===== src/rtl/wdt_pkg.sv =====
package wdt_pkg;
    typedef enum logic [1:0] {
        ST_IDLE = 2'b00,
        ST_RUN  = 2'b01,
        ST_BITE = 2'b10
    } wdt_st_e;

    typedef enum logic [1:0] {
        CZ_TIMEOUT = 2'b00,
        CZ_EARLY   = 2'b01,
        CZ_LATE    = 2'b10,
        CZ_BADKEY  = 2'b11
    } wdt_cause_e;
endpackage


===== src/rtl/wdt_key_decode.sv =====
module wdt_key_decode #(
    parameter int                 ADDR_W   = 8,
    parameter int                 DATA_W   = 16,
    parameter logic [ADDR_W-1:0]  SVC_ADDR = 8'h3C,
    parameter logic [DATA_W-1:0]  KEY      = 16'h1984
) (
    input  logic              wr_i,
    input  logic [ADDR_W-1:0] addr_i,
    input  logic [DATA_W-1:0] wdata_i,
    output logic              svc_hit_o,
    output logic              key_ok_o
);
    // A hit is any write to the service address; the key match is separate
    assign svc_hit_o = wr_i && (addr_i == SVC_ADDR);
    assign key_ok_o  = (wdata_i == KEY);
endmodule


===== src/rtl/wdt_window_cmp.sv =====
module wdt_window_cmp #(
    parameter int CNT_W   = 7,
    parameter int PERIOD  = 20,
    parameter int DELTA   = 4,
    parameter int TIMEOUT = 40
) (
    input  logic [CNT_W-1:0] cnt_i,
    output logic             early_o,
    output logic             late_o,
    output logic             last_o
);
    localparam int WIN_LO = PERIOD - DELTA;
    localparam int WIN_HI = PERIOD + DELTA;

    assign early_o = cnt_i < CNT_W'(WIN_LO);
    assign late_o  = cnt_i > CNT_W'(WIN_HI);
    assign last_o  = cnt_i == CNT_W'(TIMEOUT - 1);
endmodule


===== src/rtl/wdt_keyed.sv =====
module wdt_keyed
    import wdt_pkg::*;
#(
    parameter int                 ADDR_W   = 8,
    parameter int                 DATA_W   = 16,
    parameter logic [ADDR_W-1:0]  SVC_ADDR = 8'h3C,
    parameter logic [DATA_W-1:0]  KEY      = 16'h1984,
    parameter int                 PERIOD   = 2000,
    parameter int                 DELTA    = 200,
    parameter int                 TIMEOUT  = 3000,
    parameter int                 RST_CYC  = 16
) (
    input  logic              clk_i,
    input  logic              rst_ni,
    input  logic              tick_i,
    input  logic              wr_i,
    input  logic [ADDR_W-1:0] addr_i,
    input  logic [DATA_W-1:0] wdata_i,
    output logic              rst_o,
    output logic [1:0]        cause_o
);
    localparam int CNT_W  = $clog2(TIMEOUT + 1);
    localparam int HOLD_W = (RST_CYC > 1) ? $clog2(RST_CYC) : 1;
    localparam logic [HOLD_W-1:0] HOLD_INIT = HOLD_W'(RST_CYC - 1);

    typedef struct packed {
        wdt_st_e           st;
        logic [CNT_W-1:0]  cnt;
        logic [HOLD_W-1:0] hold;
        wdt_cause_e        cause;
        logic              bite;
    } wdt_regs_t;

    wdt_regs_t q, d;

    logic svc_hit, key_ok;
    logic early, late, last;

    wdt_key_decode #(
        .ADDR_W(ADDR_W), .DATA_W(DATA_W), .SVC_ADDR(SVC_ADDR), .KEY(KEY)
    ) u_key (
        .wr_i(wr_i), .addr_i(addr_i), .wdata_i(wdata_i),
        .svc_hit_o(svc_hit), .key_ok_o(key_ok)
    );

    wdt_window_cmp #(
        .CNT_W(CNT_W), .PERIOD(PERIOD), .DELTA(DELTA), .TIMEOUT(TIMEOUT)
    ) u_win (
        .cnt_i(q.cnt), .early_o(early), .late_o(late), .last_o(last)
    );

    always_comb begin
        d = q;
        unique case (q.st)
            ST_IDLE: begin
                // Only a correct key arms; anything else is ignored
                if (svc_hit && key_ok) begin
                    d.st  = ST_RUN;
                    d.cnt = '0;
                end
            end
            ST_RUN: begin
                // A service write takes priority over a tick in the same cycle
                if (svc_hit) begin
                    if (!key_ok || early || late) begin
                        d.st   = ST_BITE;
                        d.hold = HOLD_INIT;
                        d.cnt  = '0;
                        if (!key_ok)    d.cause = CZ_BADKEY;
                        else if (early) d.cause = CZ_EARLY;
                        else            d.cause = CZ_LATE;
                    end else begin
                        d.cnt = '0;
                    end
                end else if (tick_i) begin
                    if (last) begin
                        d.st    = ST_BITE;
                        d.hold  = HOLD_INIT;
                        d.cnt   = '0;
                        d.cause = CZ_TIMEOUT;
                    end else begin
                        d.cnt = q.cnt + 1'b1;
                    end
                end
            end
            ST_BITE: begin
                if (q.hold == '0) begin
                    d.st  = ST_IDLE;
                    d.cnt = '0;
                end else begin
                    d.hold = q.hold - 1'b1;
                end
            end
            default: begin
                // Undefined encoding: fall into a full reset pulse
                d.st    = ST_BITE;
                d.hold  = HOLD_INIT;
                d.cnt   = '0;
                d.cause = CZ_TIMEOUT;
            end
        endcase
        d.bite = (d.st == ST_BITE);
    end

    always_ff @(posedge clk_i or negedge rst_ni) begin
        if (!rst_ni) begin
            q <= '{st: ST_IDLE, cnt: '0, hold: '0, cause: CZ_TIMEOUT, bite: 1'b0};
        end else begin
            q <= d;
        end
    end

    assign rst_o   = q.bite;
    assign cause_o = q.cause;

    // Observation points for the bound checker
    logic             run_q;
    logic [CNT_W-1:0] cnt_q;
    assign run_q = (q.st == ST_RUN);
    assign cnt_q = q.cnt;
endmodule


===== config.mk =====
export PLATFORM = sky130hd
export DESIGN_NAME = wdt_keyed
export DESIGN_NICKNAME = d
export VERILOG_FILES = /design/src/rtl/wdt_pkg.sv /design/src/rtl/wdt_key_decode.sv /design/src/rtl/wdt_window_cmp.sv /design/src/rtl/wdt_keyed.sv
export SDC_FILE = /design/constraint.sdc
export NUM_CORES = 1
export LEC_CHECK = 0
export CORE_ASPECT_RATIO = 0.9
export CORE_UTILIZATION = 32
export CTS_CLUSTER_SIZE = 25
export DETAILED_ROUTE_END_ITERATION = 7
export GPL_ROUTABILITY_DRIVEN = 0
export PLACE_DENSITY = 0.55
export SYNTH_ARGS = -nofsm -noshare
export SYNTH_HDL_FRONTEND = slang
export SYNTH_SLANG_ARGS = --single-unit

===== constraint.sdc =====
create_clock -name clk_i -period 3.9 [get_ports clk_i]
set_clock_uncertainty 0.15 [all_clocks]
set_input_delay 0.975 -clock clk_i [delete_from_list [all_inputs] [get_ports clk_i]]
set_output_delay 0.975 -clock clk_i [all_outputs]
set_load 0.05 [all_outputs]

==> results of run 1 <==
[path summary, 6_finish.rpt]
| kind | to | depth (start not counted) |
|---|---|---|
| setup / recovery | cnt_q[7]$_DFFE_PN0P_ | 7 |
| hold / removal | cause_o[1]$_DFFE_PN0P_ | 2 |
| setup reg to reg | cnt_q[7]$_DFFE_PN0P_ | 6 |
| hold reg to reg | cause_o[1]$_DFFE_PN0P_ | 2 |
| max in group asynchronous | cnt_q[4]$_DFFE_PN0P_ | 1 |
| min in group asynchronous | rst_o$_DFF_PN0_ | 1 |
[registers in the layout, indices dropped and copies added, names as in the netlist]
signal	flops
q	6
rst_o	1
cnt_q	12
cause_o	2
[through the flow]
stage               cells  instance area, um2   util  setup TNS, ns
finish                262                1920  0.428              0
global route          262                1920  0.428              0
CTS                   262                1920  0.428              0
detailed placement    258                1880  0.418         -0.118
global placement      258                1880  0.418              0
floorplan             169                1500      -              0
[metal layers]
layer / vias to the layer above / routed length, um / global-route usage
met4: 0 / 40 / 0.0590
met5: - / 0 / 0
li1: 693 / - / -
met1: 663 / 1760 / 0.216
met3: 6 / 151 / 0.0393
met2: 33 / 1800 / 0.280
[worst max-delay path, stage by stage]
cell and delay [ns]:
clkdlybuf4s50_1 0.41, or4b_4 0.54, or4_4 0.55, o21a_1 0.20, a311o_1 0.42, or4_1 0.52
nand3_1 0.10
[placed cells by master (no fill, tap or decap), types with 2 or more instances in the layout]
| cell type | instances |
|---|---|
| and4_1 | 2 |
| a31oi_1 | 2 |
| or3_1 | 2 |
| o31a_1 | 2 |
| and2_1 | 2 |
| o21a_1 | 2 |
| nand4_1 | 4 |
| nand2b_1 | 2 |
| ha_1 | 7 |
| nor2_1 | 13 |
| inv_1 | 9 |
| nor2b_1 | 4 |
| o41ai_2 | 2 |
| clkbuf_8 | 3 |
| o31ai_1 | 6 |
| nor4_1 | 2 |
| or4_1 | 4 |
| or4b_1 | 2 |
| or2_2 | 3 |
| a21o_1 | 2 |
| o21ai_0 | 18 |
| and3_1 | 4 |
| nand2_1 | 11 |
| buf_4 | 6 |
| clkdlybuf4s50_1 | 30 |
| mux2_2 | 2 |
| dfrtp_1 | 21 |
| nand3_1 | 11 |
[cells by family after synthesis]
logic type | synth area share
adder cells (fa/ha/maj) | 0.0583
AO/OA/AOI/OAI | 0.216
buffers and inverters | 0.0558
multiplexers | 0.0150
AND/OR/NAND/NOR | 0.306
flip-flops | 0.350
[cell type report]
type / count / share of cell area
Inverter: 9 / 0.0176
Multi-Input combinational cell: 130 / 0.465
Clock buffer: 4 / 0.0235
Sequential cell: 21 / 0.274
Tap cell: 62 / 0.0404
Timing Repair Buffer: 36 / 0.180
[power groups by stage]
stage / logic [mW] / registers [mW] / clock network (mW)
after floorplan: 0.00311 / 0.222 / 0
after global placement: 0.0350 / 0.222 / 0
after detailed placement: 0.0353 / 0.222 / 0
after CTS: 0.0355 / 0.217 / 0.151
after global routing: 0.0379 / 0.218 / 0.162
final: 0.0350 / 0.218 / 0.147
==> out/qor.yml, run 1 <==
outcome: "finished clean"
finalNetCount: 236
ctsHoldBuffers: 0
grt_pass1_vias: 1363
power.internal_uw: 316
io_pins: 31
area_growth_syn_to_layout_pct: 27.8
setup_viol: 0
die_w_um: 74.2
place_ws_ns: -0.0353
slew_viol_final: 0
rsz0062_at_grt: "no"
min_from: "cause_o[1]$_DFFE_PN0P_"
cts_resized: 0
worst_slack_ns: 0.236
start_kind: "input pin"
tritoncts: "built"
grt_pass1_wl_um: 6350
syn_nets: 204
viasPerCell: 5.32
gr-total-overflow: 0
drc: 0
cts_setup_buffers: 0
ys_async_sr_fraction: 1.00
synthCells: 169
r2r-start: "cnt_q[0]$_DFFE_PN0P_"
pwr_density_cell_mw_per_mm2: 208
synth.distinct_cells: 50
antenna_found_initial: 0
worstPathArrival_ns: 3.71
netlist_area_mm2: 0.00150
drive_gt1_frac: 0.105
core_mm2: 0.00449
pwr-share-comb: 0.088
p_seq_frac: 0.545
slew_headroom: 0.328
dieArea_mm2: 0.00497
ant_nets: 0
dp.final_hpwl_um: 2890
clk_latency_ns: 0.26
drt_wl_total_um: 3750
timing.hold.ws_ns: 0.362
maxCapViolations: 0
p_leak_nw: 0.801
power.share.switching: 0.209
cts_buffer_depth: 2
endpoint_kind: "flop"
wl_per_cell_um: 14.3
cts-root-buf: "clkbuf_8"
ys_seq_area_frac: 0.350
fin_crit_sh: 0.939
fillers: 453
hold_path_class: "reg2reg"
rrSetupSlack_ns: 1.28
cp.required_ns: 3.95
synth_area_leader_cell: "dfrtp_1"
max_freq_mhz: 273
n_antenna_cell: 0
regArea_um2: 526
avgSynthCellArea_um2: 8.89
startpoint: "wdata_i[1]"
vdd_drop_max_mv: 0.130
grtUsageTotal: 0.170
finalPower_uw: 399
dr_total_vias: 1395
synth_edf_count: 0
first_pass_iters: 4
start_util: 0.335
synth_most_common_cell: "dfrtp_1"
port_buffers: 30
cts_max_level: 1
final_hold_viol_count: 0
drtIter0Drc: 100
row_count: 23
multi_input_area_um2: 893
yosys-top-cells-area: "dfrtp_1, o21ai_0, ha_1"
synth-main-ff-cell: "dfrtp_1"
clk_pin_slew_worst_paths_ns: 0.08
grt_max_degree: 22
cts_sinks: 21
p_sw_uw: 83.4
netlist.area_leader.share: 0.350
worstMarginPinSlew_ns: 1.01
die_h_um: 67.0
synth-seq-cells: 21
clock_power_share: 0.368
crit_type: "in2reg"
synth_top_cells_by_count: "dfrtp_1, o21ai_0, nor2_1, nand2_1, nand3_1"
yosysWarnings: 0
period_minus_slack_ns: 3.66
numCtsBuffers: 3
cp_max_fo: 8
Note: power is estimated with default switching activity, not from simulation.
==> run 2, diff against run 1 <==
--- a/config.mk
+++ b/config.mk
@@ -7,7 +7,7 @@
 export LEC_CHECK = 0
 export CORE_ASPECT_RATIO = 0.9
 export CORE_UTILIZATION = 32
-export CTS_CLUSTER_SIZE = 25
+export CTS_CLUSTER_DIAMETER = 100
 export DETAILED_ROUTE_END_ITERATION = 7
 export GPL_ROUTABILITY_DRIVEN = 0
 export PLACE_DENSITY = 0.55
==> results of run 2 <==
Final layout, timing and power as in run 1 (identical DEF).
==> run 3, diff against run 2 <==
--- a/config.mk
+++ b/config.mk
@@ -11,6 +11,7 @@
 export DETAILED_ROUTE_END_ITERATION = 7
 export GPL_ROUTABILITY_DRIVEN = 0
 export PLACE_DENSITY = 0.55
+export SLEW_MARGIN = 0
 export SYNTH_ARGS = -nofsm -noshare
 export SYNTH_HDL_FRONTEND = slang
 export SYNTH_SLANG_ARGS = --single-unit
==> results of run 3 <==
Final layout, timing and power as in run 1 (identical DEF).
